`src/rtl/cfi_query_resp.sv`:
```
module cfi_query_resp #(
  parameter int ADDR_W = 12,
  parameter int DATA_W = 16,
  parameter int unsigned RGN_CNT  [4] = '{127, 1, 2, 1},
  parameter int unsigned RGN_SIZE [4] = '{65536, 32768, 8192, 16384},
  parameter logic [7:0] QRY_CMD  = 8'h98,
  parameter logic [7:0] EXIT_CMD = 8'hF0,
  parameter logic [7:0] QRY_ADDR = 8'h55
) (
  input  logic              clk,
  input  logic              rst_n,
  input  logic              cmd_we,
  input  logic [ADDR_W-1:0] cmd_addr,
  input  logic [7:0]        cmd_data,
  input  logic              autosel_on,
  input  logic [ADDR_W-1:0] rd_addr,
  output logic              query_on,
  output logic              ret_autosel,
  output logic [DATA_W-1:0] rd_data
);

  function automatic longint unsigned dev_bytes();
    longint unsigned s = 0;
    for (int r = 0; r < 4; r++) s += longint'(RGN_CNT[r]) * longint'(RGN_SIZE[r]);
    return s;
  endfunction

  function automatic int live_regions();
    int n = 0;
    for (int r = 0; r < 4; r++) if (RGN_CNT[r] != 0) n++;
    return n;
  endfunction

  localparam int DEV_LOG2 = $clog2(dev_bytes());
  localparam int N_LIVE   = live_regions();
  localparam int DESC_BASE = 'h2D;

  logic from_as;
  logic enter, leave;
  logic [7:0] byte_q;

  assign enter = cmd_we && !query_on && cmd_addr[7:0] == QRY_ADDR && cmd_data == QRY_CMD;
  assign leave = cmd_we && query_on && cmd_data == EXIT_CMD;

  always_ff @(posedge clk) begin
    if (!rst_n) begin
      query_on    <= 1'b0;
      from_as     <= 1'b0;
      ret_autosel <= 1'b0;
    end else begin
      ret_autosel <= 1'b0;
      if (enter) begin
        query_on <= 1'b1;
        from_as  <= autosel_on;
      end else if (leave) begin
        query_on    <= 1'b0;
        ret_autosel <= from_as;
      end
    end
  end

  always_comb begin
    logic [31:0] cm1, unit;
    byte_q = 8'h00;
    cm1 = '0;
    unit = '0;
    case (rd_addr)
      ADDR_W'('h10): byte_q = 8'h51;
      ADDR_W'('h11): byte_q = 8'h52;
      ADDR_W'('h12): byte_q = 8'h59;
      ADDR_W'('h27): byte_q = 8'(DEV_LOG2);
      ADDR_W'('h2C): byte_q = 8'(N_LIVE);
      default: begin
        for (int r = 0; r < 4; r++) begin
          if (RGN_CNT[r] != 0) begin
            cm1  = RGN_CNT[r] - 1;
            unit = RGN_SIZE[r] >> 8;
            if (rd_addr == ADDR_W'(DESC_BASE + 4*r))     byte_q = cm1[7:0];
            if (rd_addr == ADDR_W'(DESC_BASE + 4*r + 1)) byte_q = cm1[15:8];
            if (rd_addr == ADDR_W'(DESC_BASE + 4*r + 2)) byte_q = unit[7:0];
            if (rd_addr == ADDR_W'(DESC_BASE + 4*r + 3)) byte_q = unit[15:8];
          end
        end
      end
    endcase
  end

  assign rd_data = query_on ? {{(DATA_W-8){1'b0}}, byte_q} : '0;

endmodule


```
`config.mk`:
```
export PLATFORM = sky130hd
export DESIGN_NAME = cfi_query_resp
export DESIGN_NICKNAME = d
export VERILOG_FILES = /design/src/rtl/cfi_query_resp.sv
export SDC_FILE = /design/constraint.sdc
export NUM_CORES = 1
export LEC_CHECK = 0
export ABC_CLOCK_PERIOD_IN_PS = 1870
export BUFFER_PORTS_ARGS = -buffer_cell sky130_fd_sc_hd__buf_2
export CAP_MARGIN = 20
export CELL_PAD_IN_SITES_DETAIL_PLACEMENT = 1
export CELL_PAD_IN_SITES_GLOBAL_PLACEMENT = 2
export CORE_UTILIZATION = 14
export CTS_BUF_LIST = sky130_fd_sc_hd__clkbuf_4 sky130_fd_sc_hd__clkbuf_8 sky130_fd_sc_hd__clkbuf_16
export DETAILED_ROUTE_END_ITERATION = 8
export GPL_TIMING_DRIVEN = 0
export PLACE_DENSITY = 0.86
export SKIP_CTS_REPAIR_TIMING = 1
export SYNTH_ARGS = -nofsm -noshare
export SYNTH_HDL_FRONTEND = slang
export SYNTH_SLANG_ARGS = --single-unit
export TNS_END_PERCENT = 100
```
`constraint.sdc`:
```
create_clock -name clk -period 1.87 [get_ports clk]
set_clock_uncertainty 0.05 [all_clocks]
set_input_delay 0.187 -clock clk [delete_from_list [all_inputs] [get_ports clk]]
set_output_delay 0.187 -clock clk [all_outputs]
set_load 0.01 [all_outputs]
```
## Word-level counts from Yosys, hierarchy flattened

Index checks and enable logic that the tools add are counted.

- Register bits after elaboration: 3
- Input port bits: 36
- Output and inout bits: 18
- Logic and storage cells: 57

- Equal/unequal tests: 24
- Muxes and demuxes: 20
- Bitwise operators: 2
- Reductions and logical operators: 8

Operators with widths:

| operator | count |
|---|---|
| equality test 12 x 6 -> 1 bit, second input constant | 18 |
| 2-to-1 mux 8 bit | 16 |
| case mux 8 bit (5 select lines) | 1 |
| equality test 12 x 5 -> 1 bit, second input constant | 3 |
| equality test 8 bit, second input constant | 2 |
| equality test 8 x 7 -> 1 bit, second input constant | 1 |
| 2-to-1 mux 7 bit | 1 |
| logical AND 1 bit | 5 |
| OR reduction 3 bit | 1 |
| 2-to-1 mux 1 bit | 2 |
| inverter 1 bit | 2 |
| nonzero test 2 bit | 1 |
| logical NOT 1 bit | 1 |

## Longest topological paths before layout

- Depth after elaboration: 19
- Mapped depth: 5
- Mapped depth without buffers: 4

## Worst setup path after synthesis

No wires, ideal clock.

- Kind: input -> output
- Start: input rd_addr[4]
- End: output rd_data[1]
- Arrival: 1.357 ns
- Data required time: 1.633 ns
- Setup slack: 0.276 ns
- Stages on the path: 3
- Path buffers: 0
- Path through: or3_4 -> or3_1 -> a2111oi_2

- Word-level cells in the longest chain between the ends: 19
- Elaborated cells on any way between the ends: 39
- Classes of those cells: eq/ne (21); mux (18)

Ends and longest elaborated chain:

| element | RTL line | text |
|---|---|---|
| start: declaration | 16 | `input logic [ADDR_W-1:0] rd_addr,` |
| equality test 12 x 6 -> 1 bit | 78 | `if (rd_addr == ADDR_W'(DESC_BASE + 4*r)) byte_q = cm1[7:0];` |
| 2-to-1 mux 7 bit | 78 |  |
| 2-to-1 mux 8 bit | 79 | `if (rd_addr == ADDR_W'(DESC_BASE + 4*r + 1)) byte_q = cm1[15:8];` |
| 2-to-1 mux 8 bit | 80 | `if (rd_addr == ADDR_W'(DESC_BASE + 4*r + 2)) byte_q = unit[7:0];` |
| 2-to-1 mux 8 bit | 81 | `if (rd_addr == ADDR_W'(DESC_BASE + 4*r + 3)) byte_q = unit[15:8];` |
| 2-to-1 mux 8 bit | 78 |  |
| 2-to-1 mux 8 bit | 79 |  |
| 2-to-1 mux 8 bit | 80 |  |
| [3 not listed] | -- |  |
| 2-to-1 mux 8 bit | 80 |  |
| 2-to-1 mux 8 bit | 81 |  |
| 2-to-1 mux 8 bit | 78 |  |
| 2-to-1 mux 8 bit | 79 |  |
| 2-to-1 mux 8 bit | 80 |  |
| 2-to-1 mux 8 bit | 81 |  |
| case mux 8 bit (5 select lines) (*) | 67 | `case (rd_addr)` |
| 2-to-1 mux 8 bit (*) | 88 | `assign rd_data = query_on ? {{(DATA_W-8){1'b0}}, byte_q} : '0;` |
| end: declaration | 19 | `output logic [DATA_W-1:0] rd_data` |

Every way passes the cells marked *; elsewhere a longest branch is shown, timed or not.

## Worst setup path in the final report

- Start: input rd_addr[7]
- End: output rd_data[1]

The elaborated chain is that of the path after synthesis.

==> out/results.txt <==
total core area = 0.00308 mm^2
CTS tree = yes
I/O Pins = 54
wire per inst = 9.90 um
Ant. Diodes = 0
Routed WL = 1600 um
Top FF cell, synth = dfxtp_1
DR pass1 iterations = 4
clk buf depth = 2
Ys Warns = 0
Vias = 690
Crit Path Class = input pin to output pin
Final period util = 0.951
Port Buffers = 41
Mapped Area = 459 um^2
fin. max-slew vios = 0
Final Hold Fails = 0
Hold Path Class = input pin to flip-flop
DR iter-0 viols = 3
grt total ovfl = 0
Area Overhead vs Synth = 73.8%
Achievable Freq = 563 MHz
final core utilization = 0.259
clock root buffer = clkbuf_4
Worst path slowest cell = or3b_4
NumNets Final = 155
Synth top area share = 0.131
largest net degree at the start of global routing = 11
vias in the first global route = 703
Post-Synth Simple-Gate Area = 0.471
antenna-violating nets left = 0
DR vias/cell = 4.26
flops & latches, synth = 3
Pleak = 0.377 nW
die span in x = 59.3 um
full die area = 0.00351 mm^2
PwrDens = 359 mW/mm^2
crit path DAT = 1540 ps
Max-Cap Viols = 0
HPWL after DPL = 1420 um
Clk pin slew, worst setup/hold paths = 30 ps
post-synthesis adder-cell area fraction = 0
multiplexer area fraction after synthesis = 0.0218
Tmin final = 1780 ps
WP buf/inv = 2
Std-Cell Rows = 20
Compound-Gate Fraction of Synth Area = 0.204
Cell variety after synth = 29
Synth Area per Inst = 6.96 um^2
# clock sinks = 3
CTS H-tree depth = 1
most frequent cells in the layout = 40 x buf_2, 9 x nand2_1, 8 x buf_4, 8 x conb_1
Worst path max stage delay = 420 ps
fillers = 403
final non-filler cell total = 162
CP required = 1630 ps
Setup violations, final = 0
largest cells by area after synthesis = dfxtp_1 13%, buf_4 13%, nand2_1 7.4%, a211oi_1 6.5%, nor4b_1 5.7%
clk_lat worst skew = 230 ps
initial antenna violation count = 0
worst r2r src = query_on
RR Endpoint = from_as
Cell Area, Placed = 746 um^2
Starting Density = 0.149
share of layout cells above drive strength 1 = 0.508
TNS Setup = 0 ps
XOR/XNOR Fraction of Synth Area = 0
worst-path maximum fanout = 4
Async S/R FF share, synth = 0
DRC = 0
commonest non-fill, non-tap cell in the layout = buf_2
worst path cell trace = buf_6, or3b_4, nor4_4, a211oi_2, a2111oi_2, buf_2
cell area after layout = 798 um^2
largest area contributor in the netlist = dfxtp_1
R2R Setup Slk = 710 ps
EDFF count, synth = 0
Critical Path Start = rd_addr[7]
status = finished, final reports clean
Mapped Cells = 66
Peak VDD IR = 0.217 mV
CTS buffer count = 3
placed cells = 158
global-route wire length before repair = 2650 um
Final GP Congestion = 0.694
crit start category = input pin
Worst setup endpoint = rd_data[1]
gr usage total = 0.0979
largest family of logic cells by synthesized area = simple AND/OR/NAND/NOR gates
crit end category = output pin
Worst path top cell family by delay = simple AND/OR/NAND/NOR gates
Worst Reg-to-Reg Cells = 3
Die Y = 59.3 um
sequential area share after synthesis = 0.131
WP depth = 6
-- state kept, by name, summed over array words and instances (netlist names) --
register     flops
from_as          1
query_on         1
ret_autosel      1
-- kinds of logic after synthesis --
kind of cell / Yosys count
mux: 1
simple gates: 36
buf+inv: 12
other cells: 1
flops: 3
compound gates: 13
-- per-stage QoR --
stage / total power (W) / setup WS [ps] / hold slack, ps
floorplan: 0.000108 / 276 / 276
global placement: 0.000150 / -3.84 / 381
detailed placement: 0.000153 / 5.42 / 406
CTS: 0.000287 / 5.32 / 158
global route: 0.000308 / -8.57 / 182
finish: 0.000286 / 92.4 / 160
-- routing by layer --
layer / vias to the layer above / share of wire / GRT usage
met5: - / 0 / 0
met2: 40 / 0.48 / 0.177
met4: 0 / 0 / 0.0306
li1: 336 / - / -
met3: 0 / 0.13 / 0.0459
met1: 314 / 0.39 / 0.0988
-- power breakdown --
| part | switching [W] | total [W] | internal [W] |
|---|---|---|---|
| clock | 0.0000349 | 0.000129 | 0.0000945 |
| sequential | 0.000000000486 | 0.0000643 | 0.0000643 |
| combinational | 0.0000450 | 0.0000925 | 0.0000476 |
| total | 0.0000798 | 0.000286 | 0.000206 |
-- worst min path at each step --
| stage | start | endpoint | cells past startpoint |
|---|---|---|---|
| after floorplan | autosel_on | from_as | 2 |
| after global placement | from_as | ret_autosel | 2 |
| after detailed placement | autosel_on | from_as | 3 |
| after CTS | autosel_on | from_as | 3 |
| after global routing | rst_n | query_on | 2 |
| final | autosel_on | from_as | 3 |
-- cell usage after synthesis, drive strengths merged, types with 2 or more instances --
library cell,number
or3,2
nor4,3
dfxtp,3
nand2,9
nor2b,2
nand3,4
nor2,3
buf,8
nor4b,3
nor3,3
nand4,2
a21oi,4
a211oi,4
inv,3
-- area by class of cell --
cell class,count,area [um^2],area share
buffer,9,63.8,0.0799
clock buffer,4,30.0,0.0376
inverter,3,11.3,0.0141
multi-input combinational,58,367,0.459
sequential,3,60.1,0.0752
tap,44,55.1,0.0690
timing repair buffer,41,211,0.265
-- worst reg2reg max path, delay by kind of cell (launching register included) --
kind,cells,cell delay [ps]
flops,1,340
mux,1,150
simple gates,2,500
(Power assumes the default switching activity.)
